--- config.mk ---
export PLATFORM = sky130hd
export DESIGN_NAME = fsel_alu_slice
export DESIGN_NICKNAME = d
export VERILOG_FILES = /design/src/rtl/fsa_pkg.sv /design/src/rtl/fsa_term_cell.sv /design/src/rtl/fsa_carry_net.sv /design/src/rtl/fsa_result_mux.sv /design/src/rtl/fsel_alu_slice.sv
export SDC_FILE = /design/constraint.sdc
export NUM_CORES = 1
export LEC_CHECK = 0
export ABC_AREA = 1
export BUFFER_PORTS_ARGS = -buffer_cell sky130_fd_sc_hd__buf_2
export CORE_AREA = 4 4 41 43
export DETAILED_ROUTE_END_ITERATION = 10
export DIE_AREA = 0 0 45 47
export PLACE_DENSITY = 0.74
export SYNTH_ARGS = -nofsm -noshare
export SYNTH_HDL_FRONTEND = slang
export SYNTH_SLANG_ARGS = --single-unit
--- constraint.sdc ---
create_clock -name vclk -period 2.4
set_input_delay 0.72 -clock vclk [all_inputs]
set_output_delay 0.72 -clock vclk [all_outputs]
set_load 0.03 [all_outputs]
--- src/rtl/fsa_pkg.sv ---
// Package: shared constants for the function-select ALU slice.
// Names the select codes whose arithmetic meaning the checker relies on.
package fsa_pkg;

    typedef enum logic [3:0] {
        OP_PASS_A = 4'b0000,
        OP_SUB    = 4'b0110,
        OP_ADD    = 4'b1001,
        OP_DOUBLE = 4'b1100,
        OP_DEC    = 4'b1111
    } op_code_e;

    localparam int SEL_W = 4;

endpackage

--- src/rtl/fsa_term_cell.sv ---
// Module: fsa_term_cell
// Forms, for every bit position, the two select-shaped terms that feed the
// adder: an OR-like term and an AND-like term. The AND-like term is always
// contained in the OR-like term, so the OR-like term doubles as the bit
// propagate and the AND-like term as the bit generate.
// Assumes: sel_i[0..1] shape the OR-like term, sel_i[2..3] the AND-like term.
module fsa_term_cell #(
    parameter int W = 4
) (
    input  logic [W-1:0]             a_i,
    input  logic [W-1:0]             b_i,
    input  logic [fsa_pkg::SEL_W-1:0] sel_i,
    output logic [W-1:0]             any_o,
    output logic [W-1:0]             both_o
);

    generate
        for (genvar i = 0; i < W; i++) begin : g_bit
            // OR-like term: A, optionally widened by B or by NOT B.
            assign any_o[i]  = a_i[i] | (b_i[i] & sel_i[0]) | (~b_i[i] & sel_i[1]);
            // AND-like term: A, optionally masked by NOT B or by B.
            assign both_o[i] = (a_i[i] & ~b_i[i] & sel_i[2]) | (a_i[i] & b_i[i] & sel_i[3]);
        end
    endgenerate

endmodule

--- src/rtl/fsa_carry_net.sv ---
// Module: fsa_carry_net
// Flat two-level carry lookahead across the slice. Every internal carry is
// written as a sum of products of bit generate/propagate terms and the carry
// input, so no carry waits on its neighbour. Also forms the group propagate
// and group generate, neither of which uses the carry input.
// Assumes: active-high carries inside; polarity handling is done by the top.
module fsa_carry_net #(
    parameter int W = 4
) (
    input  logic [W-1:0] prop_i,
    input  logic [W-1:0] gen_i,
    input  logic         cin_i,
    output logic [W:0]   carry_o,
    output logic         grp_prop_o,
    output logic         grp_gen_o
);

    // Expand each carry into its product terms.
    always_comb begin
        logic hit;
        logic term;
        carry_o    = '0;
        carry_o[0] = cin_i;
        for (int i = 0; i < W; i++) begin
            hit = cin_i;
            for (int k = 0; k <= i; k++) begin
                hit = hit & prop_i[k];
            end
            for (int j = 0; j <= i; j++) begin
                term = gen_i[j];
                for (int k = j + 1; k <= i; k++) begin
                    term = term & prop_i[k];
                end
                hit = hit | term;
            end
            carry_o[i+1] = hit;
        end
    end

    // Group generate: a carry leaves the slice with no carry entering it.
    always_comb begin
        logic term;
        grp_gen_o = 1'b0;
        for (int j = 0; j < W; j++) begin
            term = gen_i[j];
            for (int k = j + 1; k < W; k++) begin
                term = term & prop_i[k];
            end
            grp_gen_o = grp_gen_o | term;
        end
    end

    // Group propagate: every bit passes an incoming carry.
    assign grp_prop_o = &prop_i;

endmodule

--- src/rtl/fsa_result_mux.sv ---
// Module: fsa_result_mux
// Chooses between the per-bit logic result and the arithmetic sum, and
// derives the all-ones flag from the chosen result.
// Assumes: in logic mode the carries count as forced high, which turns the
// half-sum into its complement and removes any dependence on the carry input.
module fsa_result_mux #(
    parameter int W = 4
) (
    input  logic [W-1:0] any_i,
    input  logic [W-1:0] both_i,
    input  logic [W-1:0] carry_i,
    input  logic         logic_mode_i,
    output logic [W-1:0] f_o,
    output logic         all_ones_o
);

    logic [W-1:0] half_sum;

    // Half sum shared by both modes.
    assign half_sum = any_i ^ both_i;

    // Logic mode ignores the carries; arithmetic mode folds them in.
    always_comb begin
        if (logic_mode_i) begin
            f_o = ~half_sum;
        end else begin
            f_o = half_sum ^ carry_i;
        end
    end

    // All-ones detector on the chosen result.
    assign all_ones_o = &f_o;

endmodule

--- src/rtl/fsel_alu_slice.sv ---
// Module: fsel_alu_slice (top)
// Combinational function-select ALU slice. It takes two operands, a 4-bit
// select code and a mode bit, and produces a result, a low-true ripple carry,
// low-true group propagate/generate, and an all-ones equality flag.
// Assumes: active-high operands; every carry-related pin is low-true, so
// slices chain directly from carry_n_o to carry_n_i.
module fsel_alu_slice #(
    parameter int SLICE_W = 4
) (
    input  logic [SLICE_W-1:0]        a_i,
    input  logic [SLICE_W-1:0]        b_i,
    input  logic [fsa_pkg::SEL_W-1:0] sel_i,
    input  logic                      logic_mode_i,
    input  logic                      carry_n_i,
    output logic [SLICE_W-1:0]        f_o,
    output logic                      carry_n_o,
    output logic                      prop_n_o,
    output logic                      gen_n_o,
    output logic                      eq_o
);

    localparam int W = SLICE_W;

    logic [W-1:0] any_t;
    logic [W-1:0] both_t;
    logic [W:0]   carry_t;
    logic         grp_prop;
    logic         grp_gen;
    logic         cin_hi;

    // Convert the low-true carry input to the internal high-true form.
    assign cin_hi = ~carry_n_i;

    fsa_term_cell #(.W(W)) u_terms (
        .a_i    (a_i),
        .b_i    (b_i),
        .sel_i  (sel_i),
        .any_o  (any_t),
        .both_o (both_t)
    );

    fsa_carry_net #(.W(W)) u_carry (
        .prop_i     (any_t),
        .gen_i      (both_t),
        .cin_i      (cin_hi),
        .carry_o    (carry_t),
        .grp_prop_o (grp_prop),
        .grp_gen_o  (grp_gen)
    );

    fsa_result_mux #(.W(W)) u_mux (
        .any_i        (any_t),
        .both_i       (both_t),
        .carry_i      (carry_t[W-1:0]),
        .logic_mode_i (logic_mode_i),
        .f_o          (f_o),
        .all_ones_o   (eq_o)
    );

    // Drive the cascade pins in low-true form.
    assign carry_n_o = ~carry_t[W];
    assign prop_n_o  = ~grp_prop;
    assign gen_n_o   = ~grp_gen;

endmodule

* After elaboration in Yosys (flattened, before gate mapping)
Cells that the tools add are included.
Operators by class: muxes and demuxes 1, bitwise logic cells 70, reduce and logical (&&, ||, !) cells 2
Operators with widths (count):
- $and 1x1->1 | 34
- $or 1x1->1 | 25
- $not 1->1 | 8
- $reduce_and 4->1 | 2
- $xor 4x4->4 | 2
- $mux 4 | 1
- $not 4->4 | 1
Storage, ports and cells: register bits 0, output and inout port bits 8, logic and storage cells 73

* Logic depth before layout (Yosys ltp)
Gate-level depths: netlist of the first run.
depth in word-level cells 12, depth in mapped cells 10, mapped depth without buffers 10

* Hierarchy
From an unflattened synthesis of the first run, not the netlist that was laid out.
Second synthesis, totals: cells, all modules 101, area total of the unflattened synthesis 436.7 um^2
By module, submodules not included:
- fsa_result_mux | times used 1, cells each 48, area an instance 192.7 um^2, sequential area each 0.0 um^2
- fsa_term_cell | times used 1, cells each 32, area an instance 135.1 um^2, sequential area each 0.0 um^2
- fsa_carry_net | times used 1, cells each 17, area an instance 93.8 um^2, sequential area each 0.0 um^2
- fsel_alu_slice | times used 1, cells each 4, area an instance 15.0 um^2, sequential area each 0.0 um^2

* Worst setup path before layout of the first run
Ideal clock, no wire load.
kind input-to-output, from in b_i[0], to out eq_o, arrival time 1.664 ns, slack 0.016 ns, cell stages on the path 9, buffers on the path 0, path through nand2_1 > nand3_4 > nand2_4 > nand2_2 > nand2_2 > nand3_2 > nand2_2 > nand2_2 > nor2_2
Between the ends: elaborated cells on any way between the ends 26, classes of those cells mux (1); bitwise (24); reduce/logical (1)
RTL lines:
- from (decl) | RTL line fsel_alu_slice.sv:11 | input logic [SLICE_W-1:0] b_i,
- $and 1x1->1 or $not 1->1 (tied branches) | RTL line fsa_term_cell.sv:20, fsa_term_cell.sv:22
- $or 1x1->1 (tied with other cells) | RTL line fsa_term_cell.sv:20 | assign any_o[i] = a_i[i] | (b_i[i] & sel_i[0]) | (~b_i[i] & sel_i[1]);
- $or 1x1->1 or $and 1x1->1 (tied branches) | RTL line fsa_term_cell.sv:20, fsa_term_cell.sv:22
- $and 1x1->1 or $or 1x1->1 (tied branches) | RTL line fsa_carry_net.sv:27, fsa_term_cell.sv:22
- $and 1x1->1, on equally long branches | RTL line fsa_carry_net.sv:27, fsa_carry_net.sv:32
- $or 1x1->1 * (2 in series) | RTL line fsa_carry_net.sv:34 | hit = hit | term;
- $xor 4x4->4 * | RTL line fsa_result_mux.sv:27 | f_o = half_sum ^ carry_i;
- $mux 4 * | RTL line fsa_result_mux.sv:24 | if (logic_mode_i) begin
- named net f_o[2] | RTL line fsel_alu_slice.sv:15 | output logic [SLICE_W-1:0] f_o,
- $reduce_and 4->1 * | RTL line fsa_result_mux.sv:32 | assign all_ones_o = &f_o;
- to (decl) | RTL line fsel_alu_slice.sv:19 | output logic eq_o
Mark *: on every way through the listed nets, which the timed path passes. The rest lies on a longest branch.

* Worst setup path in the final report of the first run
from in b_i[0], to out eq_o
Between the ends: cells in the longest elaborated chain, start to end 12, elaborated cells on any way between the ends 26, classes of those cells mux (1); bitwise (24); reduce/logical (1)
RTL lines (RTL line):
- $and 1x1->1 or $not 1->1 (tied branches) | fsa_term_cell.sv:20, fsa_term_cell.sv:22
- $or 1x1->1 (tied with other cells) | fsa_term_cell.sv:20
- $or 1x1->1 or $and 1x1->1 (tied branches) | fsa_term_cell.sv:20, fsa_term_cell.sv:22
- $and 1x1->1 or $or 1x1->1 (tied branches) | fsa_carry_net.sv:27, fsa_term_cell.sv:22
- $and 1x1->1, on equally long branches (2 in series) | fsa_carry_net.sv:27, fsa_carry_net.sv:32
- $or 1x1->1 (3 in series) | fsa_carry_net.sv:34
- $xor 4x4->4 | fsa_result_mux.sv:27
- $mux 4 * | fsa_result_mux.sv:24
- $reduce_and 4->1 * | fsa_result_mux.sv:32
Every way passes the cells marked *; elsewhere a longest branch is shown, timed or not.

==> results of run 1 <==
-- timing repair --
item,in CTS,in global routing
endpoints found under the hold margin,0,0
setup buffers,0,2
gates resized for setup,9,38
pin swaps,2,17
endpoints found under the setup margin,4,6
-- synthesized netlist by cell type (all sizes together) --
cell type   n
a21boi      1
inv        22
nand2      35
nand3      17
nand3b      1
nand4       1
nor2       11
o21ai       1
o31a        1
o31ai       1
-- how the worst min path moves through the flow --
stage                      start  endpoint  slack (ns)  cells past startpoint
global route            sel_i[1]  prop_n_o        1.98                      5
floorplan           logic_mode_i    f_o[2]        1.67                      3
finish                  sel_i[1]  prop_n_o        1.96                      5
global placement    logic_mode_i    f_o[2]        1.93                      5
detailed placement  logic_mode_i    f_o[2]        1.94                      5
CTS                 logic_mode_i    f_o[2]        1.95                      5
-- final cells by class --
cell class / count / share of cell area, %
inverter: 22 / 10.9
multi-input combinational: 69 / 57.3
tap: 15 / 2.27
timing repair buffer: 30 / 29.5
-- metrics by stage --
stage / instance area, um2 / utilization, % / hold slack, ns
after detailed placement: 667 / 51.2 / 1.94
final: 827 / 63.6 / 1.96
after floorplan: 493 / - / 1.67
after global placement: 667 / 51.2 / 1.93
after global routing: 827 / 63.6 / 1.98
after CTS: 694 / 53.4 / 1.95
-- cell families after synthesis --
logic type	count (synthesis)	share of synthesized area, %
AND/OR/NAND/NOR	65	77.4
buffers and inverters	22	16.8
AO/OA/AOI/OAI	4	5.84
-- power groups by stage --
stage          Sequential (uW)  Combinational (uW)  Clock, uW
2_1_floorplan                0                 125          0
3_3_place_gp                 0                 178          0
3_5_place_dp                 0                 182          0
4_1_cts                      0                 192          0
5_1_grt                      0                 242          0
6_report                     0                 224          0
-- per-layer routing --
layer	wire length (um)	track usage, %	vias up
li1	-	-	342
met2	801	25.1	11
met3	48	0.766	2
met4	14	0	0
met5	0	0	-
met1	620	16.6	298
==> results.json, run 1 <==
{
  "p_per_area_mw_per_mm2": 270,
  "synth.avg_cell_area_um2": 5.42,
  "drc": 0,
  "worstPathRequired_ns": 1.68,
  "nClkBuffers": 0,
  "final_common_cell": "nand2_2",
  "viasPerCell": 4.80,
  "slew_headroom_pct": 87.3,
  "sw_frac_of_total_pct": 58.9,
  "io_pins": 22,
  "crit_end": "eq_o",
  "grt_pass1_vias": 561,
  "place.gp.congestion": 0.772,
  "hold_buffers": 0,
  "antenna_found_initial": 0,
  "status": "finished, violations left",
  "yosysSeqAreaShare_pct": 0,
  "cp_top_family": "simple AND/OR/NAND/NOR gates",
  "dieArea_mm2": 0.00212,
  "crit_cells": 12,
  "crit_slowest_cell": "buf_6",
  "finalCritPeriodShare_pct": 101,
  "leakage_uw": 0.000462,
  "cp_data_arrival_time_ns": 1.71,
  "globalRoute.totalOverflow": 0,
  "vias": 653,
  "final_nets": 137,
  "placed_cells": 134,
  "dr.pass1.iters": 3,
  "die_w_um": 45,
  "hold_viol_final": 0,
  "crit_buf_inv": 3,
  "p_total_uw": 224,
  "synth_nets": 105,
  "nFillCells": 126,
  "portBuffers": 22,
  "drtAntennaViolNets": 0,
  "path_common_cell": "nand2_2",
  "start_kind": "input pin",
  "setup_tns_ns": -0.0302,
  "yosys.area.top_type_share_pct": 17.8,
  "hpwl_mm": 1.11,
  "switchingPower_uw": 132,
  "worst_pin_slew_ns": 0.189,
  "multi_input_area_um2": 474,
  "synthCells": 91,
  "maxCapViolCount": 0,
  "synthDistinctLibCells": 16,
  "worst_setup_path_end_kind": "output port",
  "crit_type": "in -> out",
  "synth_area_um2": 493,
  "grt_usage_pct": 13.0,
  "yosysTopAreaCell": "nand2_2",
  "drt_wl_total_mm": 1.49,
  "p_clk_share_pct": 0,
  "drt_iter0_drc": 5,
  "worstSetupStartpoint": "b_i[0]",
  "min_path_type": "in -> out",
  "antenna_cells": 0,
  "routedWlPerCell_um": 10.9,
  "final-seq-area_um2": 0,
  "grt_start_max_net_pins": 7,
  "ys_warn_count": 0,
  "rsz0062_at_grt": "true",
  "die_y_um": 47,
  "grt_pass1_wl_mm": 2.19,
  "area_growth_syn_to_layout_pct": 67.8,
  "drive_gt1_share_pct": 63.6,
  "cp_max_fo": 5,
  "row_count": 13,
  "critPathMaxStageDelay_ns": 0.13,
  "start_util_pct": 37.9,
  "cp_cell_sequence": "buf_12, inv_6, nand2_4, nand3_4, nand2_4, nand2_2, nand2_2, nand2_2, nor2_2, nand2_2, nor2_2, buf_6",
  "p_int_uw": 91.9,
  "pwr-share-seq_pct": 0,
  "numSequentialCells": 0,
  "dp_slack_ns": -0.0632,
  "layout_min_cycle_time_ns": 2.43,
  "maxSlewViolCount": 0,
  "violations": "negative setup slack",
  "finalSetupViolations": 1,
  "max_freq_ghz": 0.411,
  "setup_ws_ns": -0.0302,
  "ir_drop_mv": 0.123,
  "stdcell_count": 136,
  "combPwrFrac_pct": 100.0,
  "coreArea_mm2": 0.00130,
  "layout_common_cells": "nand2_2 (19), inv_1 (15), nand2_1 (12)",
  "ys_top_cells_by_area": "nand2_2 (18%), nand2_1 (15%), inv_1 (11%)"
}
Note: power is estimated with default switching activity, not from simulation.
==> run 2, diff against run 1 <==
--- a/config.mk
+++ b/config.mk
@@ -5,12 +5,11 @@
 export SDC_FILE = /design/constraint.sdc
 export NUM_CORES = 1
 export LEC_CHECK = 0
-export ABC_AREA = 1
 export BUFFER_PORTS_ARGS = -buffer_cell sky130_fd_sc_hd__buf_2
 export CORE_AREA = 4 4 41 43
 export DETAILED_ROUTE_END_ITERATION = 10
 export DIE_AREA = 0 0 45 47
-export PLACE_DENSITY = 0.74
+export PLACE_DENSITY = 0.67
 export SYNTH_ARGS = -nofsm -noshare
 export SYNTH_HDL_FRONTEND = slang
 export SYNTH_SLANG_ARGS = --single-unit
==> results.json, run 2 <==
{
  "synth-compound-area-share_pct": 34.4,
  "io_pins": 22,
  "synth_top_family_by_area": "compound AO/OA/AOI/OAI gates",
  "area_growth_syn_to_layout_pct": 159,
  "violations": "negative setup slack",
  "layout_min_cycle_time_ns": 2.97,
  "ir_drop_mv": 0.135,
  "cp_data_arrival_time_ns": 2.25,
  "portBuffers": 22,
  "holdWs_ns": 2.04,
  "finalCritPeriodShare_pct": 124,
  "yosysSeqAreaShare_pct": 0,
  "drc": 0,
  "vias": 631,
  "die_y_um": 47,
  "final_common_cell": "buf_4",
  "maxSlewViolCount": 0,
  "stdcell_count": 118,
  "synth.avg_cell_area_um2": 7.70,
  "placed_cells": 111,
  "viasPerCell": 5.35,
  "drt_iter0_drc": 11,
  "nClkBuffers": 0,
  "row_count": 13,
  "worstPathRequired_ns": 1.68,
  "rsz0062_at_grt": "true",
  "stdcell_area_mm2": 0.00104,
  "yosys.area.top_type_share_pct": 11.2,
  "antenna_found_initial": 0,
  "numSequentialCells": 0,
  "max_freq_ghz": 0.337,
  "p_per_area_mw_per_mm2": 294,
  "yosysTopAreaCell": "mux4_2",
  "routedWlPerCell_um": 14.9,
  "synth_mux_area_share_pct": 29.1,
  "hpwl_mm": 1.17,
  "grt_pass1_vias": 630,
  "antenna_cells": 0,
  "cp_max_fo": 4,
  "dieArea_mm2": 0.00212,
  "min_path_type": "in -> out",
  "setup_tns_ns": -2.45,
  "globalRoute.totalOverflow": 0,
  "synthSimpleGateAreaFrac_pct": 25.3,
  "synth_nets": 66,
  "worst_pin_slew_ns": 0.263,
  "maxCapViolCount": 0,
  "crit_type": "in -> out",
  "start_util_pct": 30.8,
  "slew_headroom_pct": 82.4,
  "hold_viol_final": 0,
  "final_nets": 119,
  "setup_ws_ns": -0.570,
  "dr.pass1.iters": 4,
  "status": "finished, violations left",
  "synth_area_um2": 400,
  "synthAdderAreaFrac_pct": 0,
  "worst_setup_path_end_kind": "output port",
  "synth-xor-area-share_pct": 6.56,
  "finalSetupViolations": 8,
  "layout_common_cells": "buf_4 (24), buf_6 (17), buf_2 (10)",
  "coreArea_mm2": 0.00130,
  "ys_top_cells_by_area": "mux4_2 (11%), mux2_2 (8.4%), nand2_1 (6.6%)",
  "yosys-top-cells-count": "nand2_1 (7), a21oi_1 (3), inv_1 (3), mux2_2 (3), nor2_1 (3)",
  "final-seq-area_um2": 0,
  "grt_pass1_wl_mm": 2.78,
  "synthDistinctLibCells": 32,
  "dpl-instance-area_um2": 769,
  "leakage_uw": 0.000472,
  "synthCells": 52,
  "grt_usage_pct": 17.4,
  "drtAntennaViolNets": 0,
  "drive_gt1_share_pct": 81.6,
  "die_w_um": 45,
  "start_kind": "input pin",
  "grt_start_max_net_pins": 8,
  "drt_wl_total_mm": 1.76,
  "ys_warn_count": 0,
  "place.gp.congestion": 0.766,
  "yosysMostFrequentCell": "nand2_1"
}
## run 2: cell count changes after synthesis, sizes merged, moves of 3 or more
cell,delta
mux2,+6
nand2,-28
nor2,-8
a21oi,+3
nand3,-15
inv,-18
## run 2: path summary, 6_finish.rpt
kind	cells after the start	to	from	slack, ns
setup / recovery	7	eq_o	b_i[1]	-0.57
hold / removal	5	gen_n_o	a_i[3]	2.04
## run 2: stage by stage
stage	utilization (%)	worst slack (ns)	power [uW]
floorplan	-	-0.386	131
global placement	59.1	-0.662	215
detailed placement	59.1	-0.673	219
CTS	78.3	-0.591	295
global route	79.8	-0.616	324
finish	79.8	-0.570	306
## run 2: repair_timing
item | in CTS | in global routing
resized for setup | 49 | 5
pin swaps | 14 | 4
hold buffers | 0 | 0
setup endpoints to repair | 8 | 8
setup buffers | 11 | 3
gates cloned | 0 | 0
## run 2: logic make-up (layout without fill, tap and decap cells)
kind of cell | after synthesis | in the layout
compound gates | 17 | 17
simple gates | 19 | 19
mux | 8 | 8
xor+xnor | 3 | 3
buf+inv | 5 | 56
## run 2: worst max-delay path, stage by stage
cell      delay [ns]
buf_8           0.11
inv_4           0.05
mux4_2          0.54
mux2_4          0.32
o211ai_2        0.14
and4bb_4        0.24
buf_6           0.13
## run 2: cell type report
cell class                 count  area [um2]
fill                          95         263
inverter                       4        17.5
multi-input combinational     47         566
tap                           15        18.8
timing repair buffer          52         437
## run 2: metal layers
layer,track usage [%],wire length (um),vias up
met3,1.53,88,2
li1,-,-,304
met4,2.34,28,0
met1,20.0,610,303
met2,35.0,1030,22
met5,0,0,-
## run 2: power by group
| group | switching (uW) | total (uW) | internal [uW] |
|---|---|---|---|
| combinational | 145 | 306 | 161 |
| sequential | 0 | 0 | 0 |
| clock | 0 | 0 | 0 |
